**src/rtl/uart_fe_pkg.sv**
```systemverilog
package uart_fe_pkg;
    localparam int ADDR_W = 5;
    localparam int BYTE_W = 8;

    localparam logic [2:0] IDX_ID0    = 3'd0;
    localparam logic [2:0] IDX_ID1    = 3'd1;
    localparam logic [2:0] IDX_ID2    = 3'd2;
    localparam logic [2:0] IDX_ID3    = 3'd3;
    localparam logic [2:0] IDX_DATA   = 3'd4;
    localparam logic [2:0] IDX_STATUS = 3'd5;
    localparam logic [2:0] IDX_BAUDLO = 3'd6;
    localparam logic [2:0] IDX_BAUDHI = 3'd7;

    localparam int SB_FERR  = 0;
    localparam int SB_OERR  = 1;
    localparam int SB_RXIE  = 2;
    localparam int SB_TXIE  = 6;
endpackage

```
**src/rtl/uart_fe_rxq.sv**
```systemverilog
module uart_fe_rxq #(
    parameter int DEPTH = 4,
    parameter int W     = 8,
    localparam int PW   = (DEPTH > 1) ? $clog2(DEPTH) : 1,
    localparam int CW   = $clog2(DEPTH + 1)
) (
    input  logic          clk,
    input  logic          rst_n,
    input  logic          push,
    input  logic [W-1:0]  push_data,
    input  logic          pop,
    output logic [W-1:0]  head,
    output logic          empty,
    output logic          full,
    output logic          one_left,
    output logic          drop
);
    localparam logic [CW-1:0] FULL_CNT = CW'(DEPTH);

    typedef struct packed {
        logic [DEPTH-1:0][W-1:0] mem;
        logic [PW-1:0]           rd;
        logic [PW-1:0]           wr;
        logic [CW-1:0]           cnt;
    } q_t;

    q_t q_d, q_q;
    logic do_push, do_pop;

    function automatic logic [PW-1:0] bump(input logic [PW-1:0] p);
        return (p == PW'(DEPTH - 1)) ? '0 : p + 1'b1;
    endfunction

    always_comb begin
        q_d     = q_q;
        do_pop  = pop && (q_q.cnt != '0);
        do_push = push && ((q_q.cnt != FULL_CNT) || do_pop);
        drop    = push && !do_push;
        if (do_push) begin
            q_d.mem[q_q.wr] = push_data;
            q_d.wr          = bump(q_q.wr);
        end
        if (do_pop) begin
            q_d.rd = bump(q_q.rd);
        end
        case ({do_push, do_pop})
            2'b10:   q_d.cnt = q_q.cnt + 1'b1;
            2'b01:   q_d.cnt = q_q.cnt - 1'b1;
            default: q_d.cnt = q_q.cnt;
        endcase
    end

    always_ff @(posedge clk) begin
        if (!rst_n) begin
            q_q <= '0;
        end else begin
            q_q <= q_d;
        end
    end

    assign head     = q_q.mem[q_q.rd];
    assign empty    = (q_q.cnt == '0);
    assign full     = (q_q.cnt == FULL_CNT);
    assign one_left = (q_q.cnt == CW'(DEPTH - 1));

    // occupancy never exceeds the queue depth
    assert_count_bound_R7: assert property (@(posedge clk) disable iff (!rst_n)
        q_q.cnt <= FULL_CNT);

    // a read of an empty queue with no push leaves it empty
    assert_pop_empty_R6: assert property (@(posedge clk) disable iff (!rst_n)
        (pop && empty && !push) |=> empty);

    // a rejected push leaves the queue full
    assert_drop_full_R8: assert property (@(posedge clk) disable iff (!rst_n)
        drop |=> full);
endmodule

```
**src/rtl/uart_fe_txhold.sv**
```systemverilog
module uart_fe_txhold #(
    parameter int W = 8
) (
    input  logic         clk,
    input  logic         rst_n,
    input  logic         load,
    input  logic [W-1:0] load_data,
    input  logic         take,
    output logic         busy,
    output logic [W-1:0] data
);
    typedef struct packed {
        logic         busy;
        logic [W-1:0] data;
    } h_t;

    h_t h_d, h_q;

    always_comb begin
        h_d = h_q;
        if (h_q.busy) begin
            if (take) begin
                h_d.busy = 1'b0;
            end
        end else if (load) begin
            h_d.busy = 1'b1;
            h_d.data = load_data;
        end
    end

    always_ff @(posedge clk) begin
        if (!rst_n) begin
            h_q <= '0;
        end else begin
            h_q <= h_d;
        end
    end

    assign busy = h_q.busy;
    assign data = h_q.data;

    // a load while occupied keeps the held byte
    assert_ignore_busy_R5: assert property (@(posedge clk) disable iff (!rst_n)
        (load && busy) |=> $stable(data));

    // a take while occupied frees the register
    assert_take_frees_R4: assert property (@(posedge clk) disable iff (!rst_n)
        (take && busy) |=> !busy);
endmodule

```
**src/rtl/uart_fe_irq.sv**
```systemverilog
module uart_fe_irq (
    input  logic clk,
    input  logic rst_n,
    input  logic rx_ie,
    input  logic tx_ie,
    input  logic rx_empty,
    input  logic ferr,
    input  logic oerr,
    input  logic tx_empty,
    output logic irq
);
    logic irq_d, irq_q;

    always_comb begin
        irq_d = (rx_ie && (!rx_empty || ferr || oerr)) || (tx_ie && tx_empty);
    end

    always_ff @(posedge clk) begin
        if (!rst_n) begin
            irq_q <= 1'b0;
        end else begin
            irq_q <= irq_d;
        end
    end

    assign irq = irq_q;

    // room in the transmitter with its enable set raises the line next cycle
    assert_irq_tx_R12: assert property (@(posedge clk) disable iff (!rst_n)
        (tx_ie && tx_empty) |=> irq);

    // an error flag alone is enough on the receive side
    assert_irq_err_R13: assert property (@(posedge clk) disable iff (!rst_n)
        (rx_ie && (ferr || oerr)) |=> irq);

    // with both enables clear the line drops next cycle
    assert_irq_quiet_R12: assert property (@(posedge clk) disable iff (!rst_n)
        (!rx_ie && !tx_ie) |=> !irq);
endmodule

```
**src/rtl/uart_fe_top.sv**
```systemverilog
module uart_fe_top
    import uart_fe_pkg::*;
#(
    parameter logic [31:0] ID_WORD   = 32'h1A2B3C4D,
    parameter int          RX_DEPTH  = 4
) (
    input  logic              clk,
    input  logic              rst_n,
    input  logic              bus_rd,
    input  logic              bus_wr,
    input  logic [ADDR_W-1:0] bus_addr,
    input  logic [BYTE_W-1:0] bus_wdata,
    output logic [BYTE_W-1:0] bus_rdata,
    input  logic              rx_push,
    input  logic [BYTE_W-1:0] rx_byte,
    input  logic              rx_frame_bad,
    output logic              tx_full,
    output logic [BYTE_W-1:0] tx_byte,
    input  logic              tx_take,
    output logic [2*BYTE_W-1:0] baud_div,
    output logic              irq
);
    typedef struct packed {
        logic              rx_ie;
        logic              tx_ie;
        logic              ferr;
        logic              oerr;
        logic [BYTE_W-1:0] baud_lo;
        logic [BYTE_W-1:0] baud_hi;
        logic [BYTE_W-1:0] rdata;
    } st_t;

    st_t st_d, st_q;

    logic              hit;
    logic [2:0]        idx;
    logic              rxq_pop, rxq_empty, rxq_full, rxq_one, rxq_drop;
    logic [BYTE_W-1:0] rxq_head;
    logic              tx_load, tx_busy;
    logic              wr_status;
    logic [BYTE_W-1:0] status_rd;
    logic [BYTE_W-1:0] mux_rd;

    assign hit       = (bus_addr[1:0] == 2'b00);
    assign idx       = bus_addr[4:2];
    assign rxq_pop   = bus_rd && hit && (idx == IDX_DATA);
    assign tx_load   = bus_wr && hit && (idx == IDX_DATA);
    assign wr_status = bus_wr && hit && (idx == IDX_STATUS);

    uart_fe_rxq #(.DEPTH(RX_DEPTH), .W(BYTE_W)) rxq_i (
        .clk       (clk),
        .rst_n     (rst_n),
        .push      (rx_push),
        .push_data (rx_byte),
        .pop       (rxq_pop),
        .head      (rxq_head),
        .empty     (rxq_empty),
        .full      (rxq_full),
        .one_left  (rxq_one),
        .drop      (rxq_drop)
    );

    uart_fe_txhold #(.W(BYTE_W)) txh_i (
        .clk       (clk),
        .rst_n     (rst_n),
        .load      (tx_load),
        .load_data (bus_wdata),
        .take      (tx_take),
        .busy      (tx_busy),
        .data      (tx_byte)
    );

    uart_fe_irq irq_i (
        .clk      (clk),
        .rst_n    (rst_n),
        .rx_ie    (st_q.rx_ie),
        .tx_ie    (st_q.tx_ie),
        .rx_empty (rxq_empty),
        .ferr     (st_q.ferr),
        .oerr     (st_q.oerr),
        .tx_empty (!tx_busy),
        .irq      (irq)
    );

    always_comb begin
        status_rd = {!tx_busy, st_q.tx_ie, rxq_empty, rxq_one,
                     rxq_full, st_q.rx_ie, st_q.oerr, st_q.ferr};
        case (idx)
            IDX_ID0:    mux_rd = ID_WORD[7:0];
            IDX_ID1:    mux_rd = ID_WORD[15:8];
            IDX_ID2:    mux_rd = ID_WORD[23:16];
            IDX_ID3:    mux_rd = ID_WORD[31:24];
            IDX_DATA:   mux_rd = rxq_empty ? '0 : rxq_head;
            IDX_STATUS: mux_rd = status_rd;
            IDX_BAUDLO: mux_rd = st_q.baud_lo;
            IDX_BAUDHI: mux_rd = st_q.baud_hi;
            default:    mux_rd = '0;
        endcase
    end

    always_comb begin
        st_d = st_q;
        if (wr_status) begin
            st_d.rx_ie = bus_wdata[SB_RXIE];
            st_d.tx_ie = bus_wdata[SB_TXIE];
            if (!bus_wdata[SB_FERR]) st_d.ferr = 1'b0;
            if (!bus_wdata[SB_OERR]) st_d.oerr = 1'b0;
        end
        if (rx_push && rx_frame_bad) st_d.ferr = 1'b1;
        if (rxq_drop)                st_d.oerr = 1'b1;
        if (bus_wr && hit && (idx == IDX_BAUDLO)) st_d.baud_lo = bus_wdata;
        if (bus_wr && hit && (idx == IDX_BAUDHI)) st_d.baud_hi = bus_wdata;
        if (bus_rd && hit) st_d.rdata = mux_rd;
    end

    always_ff @(posedge clk) begin
        if (!rst_n) begin
            st_q <= '0;
        end else begin
            st_q <= st_d;
        end
    end

    assign bus_rdata = st_q.rdata;
    assign tx_full   = tx_busy;
    assign baud_div  = {st_q.baud_hi, st_q.baud_lo};

    // a push into a full queue with no read sets the overrun flag
    assert_overrun_sets_R8: assert property (@(posedge clk) disable iff (!rst_n)
        (rx_push && rxq_full && !rxq_pop) |=> st_q.oerr);

    // writing zero to the overrun bit clears it when no overrun coincides
    assert_oerr_clear_R10: assert property (@(posedge clk) disable iff (!rst_n)
        (wr_status && !bus_wdata[SB_OERR] && !(rx_push && rxq_full && !rxq_pop))
        |=> !st_q.oerr);

    // a bad-stop-bit push sets the frame error flag
    assert_ferr_sets_R9: assert property (@(posedge clk) disable iff (!rst_n)
        (rx_push && rx_frame_bad) |=> st_q.ferr);

    // an error flag never rises without its event
    assert_ferr_only_event_R11: assert property (@(posedge clk) disable iff (!rst_n)
        (!st_q.ferr && !(rx_push && rx_frame_bad)) |=> !st_q.ferr);
endmodule

```
**config.mk**
```make
export PLATFORM = sky130hd
export DESIGN_NAME = uart_fe_top
export DESIGN_NICKNAME = d
export VERILOG_FILES = /design/src/rtl/uart_fe_pkg.sv /design/src/rtl/uart_fe_rxq.sv /design/src/rtl/uart_fe_txhold.sv /design/src/rtl/uart_fe_irq.sv /design/src/rtl/uart_fe_top.sv
export SDC_FILE = /design/constraint.sdc
export NUM_CORES = 1
export LEC_CHECK = 0
export ABC_AREA = 1
export BUFFER_PORTS_ARGS = -buffer_cell sky130_fd_sc_hd__clkbuf_2
export CAP_MARGIN = 0
export CORE_MARGIN = 2
export CORE_UTILIZATION = 40
export DETAILED_ROUTE_END_ITERATION = 12
export PLACE_DENSITY = 0.63
export REMOVE_ABC_BUFFERS = 1
export SLEW_MARGIN = 20
export SYNTH_ARGS = -nofsm -noshare
export SYNTH_HDL_FRONTEND = slang
export SYNTH_HIERARCHICAL = 1
export SYNTH_SLANG_ARGS = --single-unit
```
**constraint.sdc**
```tcl
create_clock -name clk -period 2.5 [get_ports clk]
set_input_delay 0.375 -clock clk [delete_from_list [all_inputs] [get_ports clk]]
set_output_delay 0.375 -clock clk [all_outputs]
set_load 0.005 [all_outputs]
```
==> results.json, run 1 <==
{
  "numCtsBuffers": 9,
  "num_rows": 35,
  "cts_resized": 0,
  "core_um2": 9153,
  "netlist_area_um2": 3752,
  "route.detailed.drc": 0,
  "port_buffers": 61,
  "hold_path.class": "in2reg",
  "drive_above_1_share_pct": 18.89,
  "required_ps": 2740,
  "fin_hold_ws_ps": 277.5,
  "antenna_found_initial": 0,
  "drt_iter0_drc": 161,
  "diodes": 0,
  "r2r.worst_path.cells": 8,
  "grt.overflow.total": 0,
  "min_to": "txh_i/busy$_SDFF_PN0_",
  "die-area_um2": 10170,
  "leakage_nw": 1.898,
  "fin_util_pct": 45.45,
  "hpwl_mm": 6.911,
  "hp-start": "tx_take",
  "setup_viol": 0,
  "grt_max_degree": 28,
  "gp_congestion": 0.8441,
  "fin_crit_sh_pct": 79.33,
  "fmax_ghz": 0.5042,
  "cts-root-buf": "clkbuf_8",
  "io_pins": 62,
  "period_minus_slack_ps": 1983,
  "fp.dieH_um": 100.9,
  "placedCellCount": 674,
  "setup_slack_ps": 516.8,
  "dpl_cell_area_um2": 3973,
  "syn_to_final_growth_pct": 10.87,
  "layout_commonest_cell": "nor2_1",
  "end_kind": "flip-flop",
  "die_w_um": 100.9,
  "place_ws_ps": 215.7,
  "fin_skew_ps": 10.89,
  "start_kind": "input port",
  "final_area_um2": 4160,
  "cts_tree": "yes",
  "synth_seq_area_share_pct": 41.08,
  "p_per_area_nw_per_um2": 603.9,
  "grt_pass1_wl_mm": 15.40,
  "clk_pin_slew_worst_paths_ps": 80,
  "reg2reg_to": "rxq_i/q_q[2]$_SDFFE_PN0P_",
  "cts_buffer_depth": 2,
  "hold_depth": 4,
  "drv_slew": 0,
  "post_cts_buffers": 0,
  "total_power_mw": 2.512,
  "cp_max_fo": 7,
  "vdd_ir_drop_max_mv": 0.2413,
  "ctsHoldBuffers": 0,
  "drt.antenna.violating_nets": 0,
  "critPathKind": "in2reg",
  "synth.distinct_cells": 28,
  "tns_ps": 0,
  "tightest_slew_ps": 538.0,
  "start_util_pct": 41.00,
  "synth.avg_cell_area_um2": 6.988,
  "grt_pass1_vias": 3176,
  "max-cap-violations": 0,
  "wirelength_mm": 9.572,
  "vias_per_cell": 5.077,
  "clock_latency_ps": 340,
  "worstPathArrival_ps": 2230,
  "groute.usage.overall_pct": 19.41,
  "num_vias": 3493,
  "fin_nets": 608,
  "grt_setup_unrepaired": "no",
  "instances_no_fill": 688,
  "r2r_setup_slack_ps": 750,
  "synth.ff_latch_count": 77,
  "final_cell_mix": "nor2_1 (135), o21ai_0 (77), dfxtp_1 (77)",
  "h-tree-depth": 3,
  "r2r-start": "rxq_i/q_q[2]$_SDFFE_PN0P_",
  "wl_per_cell_um": 13.91,
  "slew_headroom_pct": 64.10,
  "clock_sinks": 77,
  "syn_inst": 537,
  "ys_warn_count": 6,
  "hold_violations": 0,
  "drtPass1Iterations": 4,
  "outcome": "finished, final reports clean"
}
==> Yosys cell counts <==
library cell  count  area, um^2
nand2_4           1       11.26
a31oi_1           1       6.260
a21oi_1          26       130.1
clkbuf_2          1       5.000
nor2_1          135       506.7
a21boi_1          1       7.510
buf_2             7       35.03
inv_2             9       33.78
nand3_2           4       40.04
a21oi_2           1       8.760
o22ai_1           9       56.30
ha_1              5       62.56
nor2_2            4       25.02
o21ai_1           4       20.02
nand2_1          54       202.7
a21boi_0          1       7.510
nor3_1            2       10.01
nor2_4            7       78.83
nand3_1          21       105.1
buf_6             1       11.26
nand2_2           3       18.77
clkbuf_1          6       22.52
o21ai_0          77       385.4
dfxtp_1          77        1541
inv_1            50       187.7
fa_1              1       20.02
buf_4            25       187.7
nand4_1           4       25.02
==> worst max-delay path by stage <==
stage / startpoint / to / slack, ps / cells after the start
after floorplan: bus_addr[3] / rxq_i/q_q[2]$_SDFFE_PN0P_ / 620 / 9
after global placement: bus_addr[3] / rxq_i/q_q[2]$_SDFFE_PN0P_ / 290 / 10
after detailed placement: bus_addr[3] / rxq_i/q_q[2]$_SDFFE_PN0P_ / 220 / 10
after CTS: bus_addr[3] / rxq_i/q_q[2]$_SDFFE_PN0P_ / 580 / 10
after global routing: bus_addr[3] / rxq_i/q_q[2]$_SDFFE_PN0P_ / 280 / 11
final: bus_addr[3] / rxq_i/q_q[2]$_SDFFE_PN0P_ / 520 / 10
==> power by group <==
part | total [mW] | switching [mW] | internal [mW]
Sequential | 1.31 | 0.0297 | 1.28
Combinational | 0.285 | 0.188 | 0.0965
Clock | 0.919 | 0.443 | 0.476
Total | 2.51 | 0.661 | 1.85
==> kinds of logic (layout without fill, tap and decap cells) <==
family                   count (synthesis)  count (layout)  share of synthesized area, %
AO/OA/AOI/OAI                          120             120                         16.57
adder cells (fa/ha/maj)                  6               6                         2.201
AND/OR/NAND/NOR                        235             235                         27.28
buffers and inverters                   99             139                         12.87
flip-flops                              77              77                         41.08
==> routing by layer <==
layer / up-vias / global-route usage (%) / share of wire, %
met1: 1619 / 26.83 / 47
met4: 0 / 9.168 / 2.6
li1: 1768 / - / -
met5: - / 0 / 0
met2: 87 / 29.28 / 46
met3: 19 / 3.467 / 4.2
==> critical path: stages <==
cell      delay [ps]
clkbuf_2         150
nor2_1           160
nand2_1          140
nor2_1           310
nand3_1          260
fa_1             450
inv_1             70
nand4_1          110
a21oi_1          140
nor2_1            50
==> flip-flops by register name (all words and copies together) (netlist names) <==
register,count
st_q,4
rxq_i/q_q,39
irq_i/irq,1
txh_i/data,8
txh_i/busy,1
bus_rdata,8
baud_div,16
==> area by class of cell <==
cell class	instances	area (um^2)
fill	937	4992
tap	111	138.9
clock inverter	4	50.05
inverter	59	221.5
clock buffer	10	137.6
sequential	77	1541
timing repair buffer	66	342.8
multi-input combinational	361	1728
No activity file was read; power rests on OpenSTA's default activity.
==> run 2: changes to the inputs <==
==> constraint.sdc (replaced) <==
create_clock -name clk -period 1.9 [get_ports clk]
set_input_delay 0.285 -clock clk [delete_from_list [all_inputs] [get_ports clk]]
set_output_delay 0.285 -clock clk [all_outputs]
set_load 0.005 [all_outputs]
==> run 2 against run 1 <==
Compared with the run above: via count rose by 2.3%; critical endpoint unchanged; clock-buffer cell count rose by 1; die area stayed put; combinational power is 40% higher; clock power rose by 66%; hold slack lost 87 ps; wire length rose by 0.48%; first-iteration DRC count increased by 81%; non-clock buffer count increased by 13; worst setup slack got worse by 270 ps; utilization grew 1.8 points.
==> results.json, run 2 (synthesized netlist as in run 1, its figures left out) <==
{
  "drv_slew": 0,
  "syn_to_final_growth_pct": 15.37,
  "fin_nets": 621,
  "hpwl_mm": 6.946,
  "io_pins": 62,
  "cts_resized": 0,
  "gp_congestion": 0.8513,
  "vdd_ir_drop_max_mv": 0.3690,
  "wirelength_mm": 9.618,
  "grt_setup_unrepaired": "no",
  "outcome": "finished, final reports clean",
  "cts-root-buf": "clkbuf_8",
  "ctsHoldBuffers": 0,
  "num_vias": 3574,
  "hold_path.class": "in2reg",
  "end_kind": "flip-flop",
  "p_per_area_nw_per_um2": 844.1,
  "critPathKind": "reg2reg",
  "period_minus_slack_ps": 1655,
  "tns_ps": 0,
  "post_cts_buffers": 0,
  "wl_per_cell_um": 13.70,
  "leakage_nw": 2.004,
  "grt_max_degree": 73,
  "port_buffers": 61,
  "antenna_found_initial": 0,
  "numCtsBuffers": 9,
  "fmax_ghz": 0.6041,
  "slew_headroom_pct": 64.93,
  "worstPathArrival_ps": 1900,
  "die_w_um": 100.9,
  "drive_above_1_share_pct": 20.81,
  "groute.usage.overall_pct": 19.72,
  "grt.overflow.total": 0,
  "hold_violations": 0,
  "tightest_slew_ps": 525.4,
  "die-area_um2": 10170,
  "max-cap-violations": 0,
  "cp_max_fo": 4,
  "cts_buffer_depth": 2,
  "dpl_cell_area_um2": 4083,
  "largest_reg_flops": 39,
  "clock_latency_ps": 350,
  "layout_commonest_cell": "nor2_1",
  "clk_pin_slew_worst_paths_ps": 80,
  "setup_viol": 0,
  "grt_pass1_vias": 3273,
  "h-tree-depth": 3,
  "diodes": 0,
  "cts_tree": "yes",
  "final_area_um2": 4329,
  "required_ps": 2150,
  "top_register": "rxq_i/q_q",
  "vias_per_cell": 5.091,
  "drt_iter0_drc": 291,
  "drt.antenna.violating_nets": 0,
  "fin_skew_ps": 11.82,
  "num_rows": 35,
  "core_um2": 9153,
  "grt_pass1_wl_mm": 15.75,
  "route.detailed.drc": 0,
  "clock_sinks": 77,
  "fp.dieH_um": 100.9,
  "start_util_pct": 41.00,
  "start_kind": "flip-flop",
  "drtPass1Iterations": 5,
  "fin_crit_sh_pct": 87.12,
  "final_cell_mix": "nor2_1 (135), o21ai_0 (77), dfxtp_1 (77)"
}
[run 2: changes by cell type in the layout (fill, tap and decap cells not counted)]
cell,delta
clkbuf_8,+1
clkinvlp_4,-2
buf_12,+1
buf_4,+12
bufinv_16,+2
[run 2: worst paths after layout]
check | start | endpoint | slack [ps] | cells after the start
worst max-delay path | rxq_i/q_q[2]$_SDFFE_PN0P_ | rxq_i/q_q[2]$_SDFFE_PN0P_ | 240 | 8
worst min-delay path | tx_take | txh_i/busy$_SDFF_PN0_ | 190 | 4
worst max register to register | rxq_i/q_q[2]$_SDFFE_PN0P_ | rxq_i/q_q[2]$_SDFFE_PN0P_ | 240 | 8
worst min register to register | baud_div[2]$_SDFFE_PN0P_ | baud_div[2]$_SDFFE_PN0P_ | 470 | 2
[run 2: final cells by class]
| class | count | area, um^2 |
|---|---|---|
| Inverter | 59 | 221.5 |
| Clock inverter | 4 | 95.09 |
| Multi-Input combinational cell | 361 | 1728 |
| Fill cell | 923 | 4823 |
| Timing Repair Buffer | 79 | 452.9 |
| Tap cell | 111 | 138.9 |
| Sequential cell | 77 | 1541 |
| Clock buffer | 11 | 151.4 |
[run 2: routing by layer]
metal / track usage [%] / routed length (um) / vias up
met5: 0 / 0 / -
met4: 8.430 / 206 / 0
li1: - / - / 1804
met2: 30.46 / 4505 / 104
met1: 27.41 / 4426 / 1649
met3: 2.913 / 480 / 17
[run 2: critical path, cell delays in order (launching register included)]
cell and delay, ps:
dfxtp_1 390, inv_1 90, nand2_1 150, nand3_1 140
fa_1 410, inv_1 70, nand4_1 120, a21oi_1 140
nor2_1 50
[run 2: stage by stage]
| step | power, mW | hold WS [ps] | instances | utilization (%) | setup WS (ps) |
|---|---|---|---|---|---|
| after floorplan | 1.972 | 405.7 | 497 | - | 107.6 |
| after global placement | 2.145 | 457.9 | 687 | 44.61 | 73.92 |
| after detailed placement | 2.154 | 460.5 | 687 | 44.61 | 44.63 |
| after CTS | 3.671 | 185.4 | 702 | 47.30 | 262.6 |
| after global routing | 3.789 | 205.8 | 702 | 47.30 | 47.92 |
| final | 3.654 | 190.4 | 702 | 47.30 | 244.7 |
[run 2: where the power goes]
part           internal, mW  total [mW]  switching [mW]
logic                 0.146       0.398           0.252
registers              1.68        1.72          0.0399
clock network         0.936        1.53           0.598
total                  2.76        3.65           0.890
==> run 3: changes to the inputs <==
--- a/config.mk
+++ b/config.mk
@@ -8,6 +8,7 @@
 export ABC_AREA = 1
 export BUFFER_PORTS_ARGS = -buffer_cell sky130_fd_sc_hd__clkbuf_2
 export CAP_MARGIN = 0
+export CORE_ASPECT_RATIO = 1.4
 export CORE_MARGIN = 2
 export CORE_UTILIZATION = 40
 export DETAILED_ROUTE_END_ITERATION = 12
==> run 3 against run 2 <==
Compared with the run above: critical path depth unchanged; combinational power decreased by 2%; fmax grew 1.3%; the flow now finishes with violations (DRC); design area grew 1.3%; highest routed layer unchanged; power up 8.0%.
==> results.json, run 3 (synthesized netlist as in run 1, its figures left out) <==
{
  "outcome": "finished, violations left",
  "violations": "DRC",
  "cts_buffer_depth": 2,
  "start_util_pct": 41.33,
  "grt_pass1_vias": 3266,
  "num_rows": 41,
  "grt_max_degree": 30,
  "pwr-share-comb_pct": 9.9,
  "vias_per_cell": 5.027,
  "fmax_ghz": 0.6119,
  "path_cells": "inv_1 > nand2_1 > nand3_1 > fa_1 > inv_1 > nand4_1 > a21oi_1 > nor2_1",
  "wl_met3_um": 611,
  "clock_latency_ps": 340,
  "groute.usage.overall_pct": 19.48,
  "cts_resized": 0,
  "start_kind": "flip-flop",
  "port_buffers": 61,
  "total_power_mw": 3.946,
  "cp_common_cell": "inv_1",
  "slew_headroom_pct": 68.23,
  "grt_pass1_wl_mm": 15.48,
  "syn_to_final_growth_pct": 16.84,
  "r2r-start": "rxq_i/q_q[2]$_SDFFE_PN0P_",
  "top_register": "rxq_i/q_q",
  "num_vias": 3504,
  "wirelength_mm": 9.625,
  "gp_congestion": 0.8837,
  "worstPathArrival_ps": 1870,
  "clk_pin_slew_worst_paths_ps": 60,
  "cts-root-buf": "clkbuf_16",
  "period_minus_slack_ps": 1634,
  "setup_viol": 0,
  "layout_commonest_cell": "nor2_1",
  "pwr-share-clk_pct": 46.3,
  "sequentialPowerShare_pct": 43.7,
  "dr_wl_met2_mm": 4.598,
  "die-area_um2": 10180,
  "hpwl_mm": 7.184,
  "endpoint": "rxq_i/q_q[2]$_SDFFE_PN0P_",
  "tightest_slew_ps": 476.6,
  "reg2reg_to": "rxq_i/q_q[2]$_SDFFE_PN0P_",
  "drtPass1Iterations": 10,
  "cts_tree": "yes",
  "fin_crit_sh_pct": 86.02,
  "core_um2": 9080,
  "die_w_um": 85.86,
  "largest_reg_flops": 39,
  "wl_per_cell_um": 13.81,
  "setup_slack_ps": 265.7,
  "vdd_ir_drop_max_mv": 0.5998,
  "p_per_area_nw_per_um2": 900.2,
  "hold_violations": 0,
  "post_cts_buffers": 0,
  "swShare_pct": 24.00,
  "grt_setup_unrepaired": "no",
  "critPathKind": "reg2reg",
  "antenna_found_initial": 0,
  "drt.antenna.violating_nets": 0,
  "hold_path.class": "in2reg",
  "switching_power_uw": 947.3,
  "fin_util_pct": 48.28,
  "required_ps": 2130,
  "cp_max_fo": 4,
  "h-tree-depth": 3,
  "routed.top_layer": "met4",
  "final_cell_mix": "nor2_1 (135), o21ai_0 (77), dfxtp_1 (77)",
  "slowest_stage": "dfxtp_1",
  "fp.dieH_um": 118.6,
  "drv_slew": 0,
  "end_kind": "flip-flop",
  "cpPeakStageDelay_ps": 400,
  "ctsHoldBuffers": 0,
  "route.detailed.drc": 8,
  "clock_sinks": 77,
  "startpoint": "rxq_i/q_q[2]$_SDFFE_PN0P_",
  "io_pins": 62,
  "numCtsBuffers": 9,
  "leakage_nw": 2.030,
  "max-cap-violations": 0,
  "fin_nets": 620,
  "p_int_mw": 2.999,
  "r2r.worst_path.cells": 8,
  "met1_length_mm": 4.070,
  "fin_skew_ps": 5.496,
  "drt_iter0_drc": 157,
  "grt.overflow.total": 0,
  "diodes": 0,
  "place_ws_ps": -5.451,
  "drive_above_1_share_pct": 20.68,
  "r2r_setup_slack_ps": 270
}
==> run 3: changes by cell type in the layout (fill, tap and decap cells not counted) <==
cell / previous run / this run
buf_4: 17 / 16
bufinv_16: 3 / 2
clkbuf_16: 0 / 9
clkbuf_8: 11 / 1
clkinv_2: 1 / 3
==> run 3: cell type report <==
class                           count  area, um^2
Tap cell                          107       133.9
Clock buffer                       10       239.0
Inverter                           59       221.5
Sequential cell                    77        1541
Clock inverter                      5       75.07
Multi-Input combinational cell    361        1728
Timing Repair Buffer               78       445.4
Fill cell                         932        4696
==> run 3: power groups by stage <==
stage	combinational, mW	sequential [mW]	clock [mW]
finish	0.392	1.73	1.83
global route	0.442	1.73	1.93
CTS	0.394	1.73	1.86
detailed placement	0.392	1.76	0
global placement	0.388	1.76	0
floorplan	0.221	1.75	0
==> run 3: layer usage <==
metal	vias to the layer above	GRT usage, %
met4	0	10.62
li1	1796	-
met3	27	4.539
met1	1564	22.82
met2	117	32.32
met5	-	0
==> run 3: critical path, delay by kind of cell (launching register included) <==
| family | cells | cell delay (ps) |
|---|---|---|
| simple gates | 4 | 420 |
| flops | 1 | 400 |
| fa+ha+maj | 1 | 400 |
| buf+inv | 2 | 170 |
| compound gates | 1 | 140 |
==> run 3: worst min path at each step <==
stage / startpoint / to / cells past startpoint
after floorplan: rst_n / txh_i/data[0]$_SDFFE_PN0P_ / 2
after global placement: baud_div[2]$_SDFFE_PN0P_ / baud_div[2]$_SDFFE_PN0P_ / 2
after detailed placement: baud_div[8]$_SDFFE_PN0P_ / baud_div[8]$_SDFFE_PN0P_ / 2
after CTS: bus_wdata[7] / baud_div[15]$_SDFFE_PN0P_ / 3
after global routing: bus_wdata[7] / baud_div[15]$_SDFFE_PN0P_ / 3
final: tx_take / txh_i/busy$_SDFF_PN0_ / 4
==> run 3: stage by stage <==
stage | std cells | setup TNS, ps | hold slack, ps | instance area, um^2
after global routing | 697 | 0 | 221.0 | 4384
final | 697 | 0 | 214.8 | 4384
after floorplan | 497 | 0 | 405.7 | 3491
after global placement | 682 | 0 | 461.6 | 4070
after detailed placement | 682 | -5.451 | 471.7 | 4070
after CTS | 697 | 0 | 210.3 | 4384
